--- config.mk ---
export PLATFORM = sky130hd
export DESIGN_NAME = dm_decoder
export DESIGN_NICKNAME = d
export VERILOG_FILES = /design/src/rtl/dm_pkg.sv /design/src/rtl/dm_step_acc.sv /design/src/rtl/dm_box_filter.sv /design/src/rtl/dm_decoder.sv
export SDC_FILE = /design/constraint.sdc
export NUM_CORES = 1
export LEC_CHECK = 0
export ABC_AREA = 0
export CORE_ASPECT_RATIO = 0.7
export CORE_MARGIN = 2
export CORE_UTILIZATION = 35
export DETAILED_ROUTE_END_ITERATION = 7
export DONT_BUFFER_PORTS = 1
export PLACE_DENSITY = 0.57
export SLEW_MARGIN = 30
export SYNTH_ARGS = -nofsm -noshare
export SYNTH_HDL_FRONTEND = slang
export SYNTH_SLANG_ARGS = --single-unit
export TNS_END_PERCENT = 5
--- constraint.sdc ---
create_clock -name clk -period 6.56 [get_ports clk]
set_input_delay 1.312 -clock clk [delete_from_list [all_inputs] [get_ports clk]]
set_output_delay 1.312 -clock clk [all_outputs]
set_load 0.03 [all_outputs]
--- src/rtl/dm_pkg.sv ---
package dm_pkg;
  localparam logic BIT_UP = 1'b1;
  localparam int   LAT_CYCLES = 2;
endpackage

--- src/rtl/dm_step_acc.sv ---
module dm_step_acc #(
  parameter int SAMPLE_W = 12,
  parameter int STEP_W   = 8
) (
  input  logic                       clk,
  input  logic                       rst_n,
  input  logic                       en,
  input  logic                       up,
  input  logic [STEP_W-1:0]          step,
  output logic signed [SAMPLE_W-1:0] acc_o,
  output logic                       vld_o
);
  import dm_pkg::*;
  localparam int EXT_W = SAMPLE_W + 1;
  localparam logic signed [EXT_W-1:0] HI = EXT_W'((1 << (SAMPLE_W-1)) - 1);
  localparam logic signed [EXT_W-1:0] LO = -HI - EXT_W'(1);

  logic signed [SAMPLE_W-1:0] acc_q, acc_d;
  logic                       vld_q;
  logic signed [EXT_W-1:0]    ext_acc, ext_step, raw;

  always_comb begin
    ext_acc  = {acc_q[SAMPLE_W-1], acc_q};
    ext_step = EXT_W'(step);
    raw      = (up == BIT_UP) ? ext_acc + ext_step : ext_acc - ext_step;
    if (raw > HI)      acc_d = HI[SAMPLE_W-1:0];
    else if (raw < LO) acc_d = LO[SAMPLE_W-1:0];
    else               acc_d = raw[SAMPLE_W-1:0];
  end

  always_ff @(posedge clk or negedge rst_n) begin
    if (!rst_n) begin
      acc_q <= '0;
      vld_q <= 1'b0;
    end else begin
      vld_q <= en;
      if (en) acc_q <= acc_d;
    end
  end

  assign acc_o = acc_q;
  assign vld_o = vld_q;
endmodule

--- src/rtl/dm_box_filter.sv ---
module dm_box_filter #(
  parameter int SAMPLE_W = 12,
  parameter int AVG_LOG2 = 2
) (
  input  logic                       clk,
  input  logic                       rst_n,
  input  logic                       en,
  input  logic signed [SAMPLE_W-1:0] din,
  output logic signed [SAMPLE_W-1:0] newest_o,
  output logic signed [SAMPLE_W-1:0] avg_o,
  output logic                       vld_o
);
  localparam int WIN   = 1 << AVG_LOG2;
  localparam int SUM_W = SAMPLE_W + AVG_LOG2;

  logic signed [SAMPLE_W-1:0] tap_q [WIN];
  logic signed [SUM_W-1:0]    sum_q, sum_d, avg_full;
  logic                       vld_q;

  always_comb begin
    sum_d = sum_q + SUM_W'(din) - SUM_W'(tap_q[WIN-1]);
  end

  always_ff @(posedge clk or negedge rst_n) begin
    if (!rst_n) begin
      tap_q[0] <= '0;
      sum_q    <= '0;
      vld_q    <= 1'b0;
    end else begin
      vld_q <= en;
      if (en) begin
        tap_q[0] <= din;
        sum_q    <= sum_d;
      end
    end
  end

  for (genvar g = 1; g < WIN; g++) begin : g_tap
    always_ff @(posedge clk or negedge rst_n) begin
      if (!rst_n)  tap_q[g] <= '0;
      else if (en) tap_q[g] <= tap_q[g-1];
    end
  end

  assign avg_full = sum_q >>> AVG_LOG2;
  assign avg_o    = avg_full[SAMPLE_W-1:0];
  assign newest_o = tap_q[0];
  assign vld_o    = vld_q;
endmodule

--- src/rtl/dm_decoder.sv ---
module dm_decoder #(
  parameter int SAMPLE_W = 12,
  parameter int STEP_W   = 8,
  parameter int AVG_LOG2 = 2
) (
  input  logic                clk,
  input  logic                rst_n,
  input  logic                in_valid,
  input  logic                in_bit,
  input  logic [STEP_W-1:0]   step,
  output logic                out_valid,
  output logic [SAMPLE_W-1:0] stair_out,
  output logic [SAMPLE_W-1:0] smooth_out
);
  logic                       rst_meta_q, rst_sync_q;
  logic signed [SAMPLE_W-1:0] acc_val, newest, avg;
  logic                       acc_vld;

  always_ff @(posedge clk or negedge rst_n) begin
    if (!rst_n) begin
      rst_meta_q <= 1'b0;
      rst_sync_q <= 1'b0;
    end else begin
      rst_meta_q <= 1'b1;
      rst_sync_q <= rst_meta_q;
    end
  end

  dm_step_acc #(.SAMPLE_W(SAMPLE_W), .STEP_W(STEP_W)) u_acc (
    .clk(clk), .rst_n(rst_sync_q), .en(in_valid), .up(in_bit), .step(step),
    .acc_o(acc_val), .vld_o(acc_vld)
  );

  dm_box_filter #(.SAMPLE_W(SAMPLE_W), .AVG_LOG2(AVG_LOG2)) u_flt (
    .clk(clk), .rst_n(rst_sync_q), .en(acc_vld), .din(acc_val),
    .newest_o(newest), .avg_o(avg), .vld_o(out_valid)
  );

  assign stair_out  = newest;
  assign smooth_out = avg;
endmodule

==> metrics.log <==
[metrics] number of vias per cell after detailed routing: approximately 5.1
[metrics] clock latency at the later pin of the worst-skew pair: about 0.34 ns
[metrics] category of the worst setup path capture point: register
[metrics] Post-Syn Area per Cell: 10.3 sq um
[metrics] tightest slew margin relative to the limit: a little under half
[metrics] core area: roughly 15000 sq um
[metrics] slew of the pin with the lowest slew margin: between 0.8 and 0.9 ns
[metrics] maximum clock rate: 256 MHz
[metrics] proportion of synthesized chip area in sequential cells: around 38%
[metrics] netlist area before placement: 5190 sq um
[metrics] Top FF cell, synth: sky130_fd_sc_hd__dfrtp_1
[metrics] warning count from the yosys run: 0
[metrics] Tcrit/Tclk final: between 50% and 60%
[metrics] post-synthesis instance total: slightly above 500
[metrics] launching element type of the critical path: primary input
[metrics] DRT Pass-1 Iters: 4
[metrics] CTS tree: yes
[metrics] count leader, synth: sky130_fd_sc_hd__dfrtp_1
[metrics] Synth area leaders: sky130_fd_sc_hd__dfrtp_1 38%, sky130_fd_sc_hd__mux2_2 11%, sky130_fd_sc_hd__ha_1 7.0%
[metrics] biggest fanout along the worst timing path: 17
[metrics] count of nets left with antenna violations after detail routing: 0
[metrics] Reg-to-Reg End: u_acc.acc_o[10]
[metrics] Detailed Place HPWL: a little under 8000 microns
[metrics] routability cong.: about 0.83
[metrics] maximum number of pins on one net before global-route repair: between 70 and 80
[metrics] number of placed I/O pins: 37
[metrics] register bit total from synthesis: ~80
[metrics] cell accounting for the most synthesized area: sky130_fd_sc_hd__dfrtp_1
[metrics] time the worst path needs with I/O delays and setup: around 4 ns
[metrics] global router's overall resource usage: between 10 and 15%
[metrics] die width: approximately 150 microns
[metrics] async set-or-reset flop fraction in the synthesized netlist: 100%
[metrics] initial antenna violation count: 0
[metrics] Post-Route Hold Slack: 0.258 ns
[metrics] startpoint of the lowest-slack register-to-register path: u_acc.acc_o[0]
[metrics] root cell of the clock tree: sky130_fd_sc_hd__clkbuf_16
[metrics] Sum Neg Setup Slack: 0 ns
[metrics] number of buffers between clock root and the deepest sink: 2
[metrics] RSZ-0062 raised after global routing: no
[metrics] number of clock buffers inserted by TritonCTS: 9
[metrics] data arrival time at the worst-slack endpoint: between 4 and 5 ns
[metrics] die area: roughly 16000 sq um
[metrics] std cell rows: 37
[metrics] area added between synthesis and finish: 5.95%
[metrics] share of the synthesized area in the top cell type: 37.6%
[metrics] overflow left after global routing: 0
[metrics] starting density of the core: ~36%
[metrics] fraction of final layout cells with drive strength greater than 1: approximately 17%
[metrics] clock-pin transition on the worst setup and hold timing paths: ~0.070 ns
[metrics] total of fill cells in the finished design: between 1000 and 1500
[metrics] status: finished clean
[metrics] sinks on the clock net: 78
[metrics] final layout net count: between 500 and 600
[metrics] via count of the first global-routing pass: about 3300
[metrics] Die H: about 110 microns
[metrics] Hold/Removal Path Class: reg2async
[metrics] count of cells resized by post-cts repair: 0
[metrics] distinct cell type count of the synthesized netlist: 67
[metrics] quantity of I/O buffers inserted on ports: 0
[metrics] max-cap viol count: 0
[metrics] post-CTS repair timing setup buffer count: 0
[metrics] worst reg-to-reg setup slack: roughly 3.6 ns
[metrics] type of the worst setup path: in2reg
[metrics] remaining routing DRC violations: 0
[metrics] number of hold-slack violations in the final timing report: 0
[metrics] total wirelength of the detailed-routed design: around 10000 microns
[metrics] number of flops mapped to enable cells by yosys: 0
[metrics] Routed wire per std cell: between 10 and 15 microns
[metrics] syn nets: 560
[metrics] required time worst endpoint: 6.80 ns
[metrics] htree depth: 3
[metrics] total count of max-transition violations in the final report: 0
[metrics] Via Count: 3475
[metrics] cells on worst reg2reg path: 9
[metrics] multi-input combinational cell area: approximately 2700 sq um
[metrics] final worst clock skew: between 0.01 and 0.015 ns
[metrics] Finish-stage setup viols: 0
[metrics] first-pass GRT wire length: 17000 microns
[metrics] hold_buf cts: 0
[metrics] Diodes inserted: 0
[metrics] number of DRC violations after detailed-routing iteration 0: 157
[metrics] most frequent cells after synthesis: 78 x sky130_fd_sc_hd__dfrtp_1, 63 x sky130_fd_sc_hd__inv_1, 49 x sky130_fd_sc_hd__mux2_2
[metrics] storage element area: 1960 sq um
[state kept, by name, summed over array words and instances (netlist names)]
register,flops
u_flt.tap_q,36
u_flt.sum_q,14
u_acc.acc_o,12
u_flt.newest_o,12
rst_meta_q,1
rst_sync_q,1
u_acc.vld_o,1
u_flt.vld_o,1
[layout by cell type, fill, tap and decap left out, types with 10 or more instances in the layout]
cell type | netlist | final
sky130_fd_sc_hd__ha_1 | 29 | 29
sky130_fd_sc_hd__o21ai_0 | 15 | 15
sky130_fd_sc_hd__mux2_2 | 49 | 49
sky130_fd_sc_hd__nor3_1 | 11 | 11
sky130_fd_sc_hd__fa_1 | 14 | 14
sky130_fd_sc_hd__a21oi_1 | 23 | 23
sky130_fd_sc_hd__a31oi_1 | 15 | 15
sky130_fd_sc_hd__nand2_1 | 20 | 20
sky130_fd_sc_hd__inv_1 | 63 | 63
sky130_fd_sc_hd__dfrtp_1 | 78 | 76
sky130_fd_sc_hd__nor2_1 | 14 | 14
sky130_fd_sc_hd__xnor2_1 | 10 | 10
[how the worst max path moves through the flow]
stage | startpoint | to | slack [ns] | cells after the start
4_1_cts | step[3] | u_acc.acc_o[8] | 2.68 | 10
3_3_place_gp | step[3] | u_acc.acc_o[8] | 2.44 | 10
2_1_floorplan | step[3] | u_acc.acc_o[9] | 2.83 | 11
5_1_grt | step[3] | u_acc.acc_o[8] | 2.33 | 10
6_report | step[3] | u_acc.acc_o[8] | 2.65 | 10
3_5_place_dp | step[3] | u_acc.acc_o[10] | 2.34 | 10
[metal layers]
metal | vias up | wire length (microns) | part of all wire (%) | GRT usage, %
met5 | - | 0 | 0 | 0
met3 | 14 | 480 | 4.8 | 2.32
li1 | 1706 | - | - | -
met4 | 0 | 144 | 1.4 | 4.29
met2 | 71 | 4080 | 41 | 18.2
met1 | 1684 | 5350 | 53 | 21.4
[stage by stage]
| stage | setup WS, ns | cell area [sq um] | utilization, % | std cells |
|---|---|---|---|---|
| 2_1_floorplan | 2.83 | 5190 | - | 505 |
| 3_3_place_gp | 2.44 | 5180 | 35.6 | 659 |
| 3_5_place_dp | 2.34 | 5180 | 35.6 | 659 |
| 4_1_cts | 2.68 | 5470 | 37.5 | 675 |
| 5_1_grt | 2.33 | 5500 | 37.7 | 676 |
| 6_report | 2.65 | 5500 | 37.7 | 676 |
[worst max-delay path, cell delays in order]
cell,delay [ns]
sky130_fd_sc_hd__nor2_1,0.44
sky130_fd_sc_hd__a21oi_1,0.18
sky130_fd_sc_hd__xnor2_1,0.16
sky130_fd_sc_hd__ha_1,0.36
sky130_fd_sc_hd__nand3_1,0.17
sky130_fd_sc_hd__o2111ai_4,0.18
sky130_fd_sc_hd__and3_2,0.25
sky130_fd_sc_hd__a221oi_4,0.62
sky130_fd_sc_hd__a32oi_1,0.22
sky130_fd_sc_hd__o31ai_2,0.25
[layout make-up]
cell class,instances,area share (%)
multi-input combinational,322,49.8
sequential,78,35.6
tap,195,4.43
inverter,63,4.30
clock buffer,9,4.09
clock inverter,7,1.16
timing repair buffer,2,0.637
[cells by family after synthesis]
family                   after synthesis  share of synthesized area (%)
AO/OA/AOI/OAI                        121                           16.6
buffers and inverters                105                           9.64
AND/OR/NAND/NOR                       89                           9.74
flip-flops                            78                           37.6
multiplexers                          50                           10.8
adder cells (fa/ha/maj)               43                           12.4
XOR/XNOR                              18                           3.18
other                                  1                         0.0722
Power is left out: the tool's default activity adds up to more than one toggle a clock period on the data nets, which glitch-free logic cannot reach.
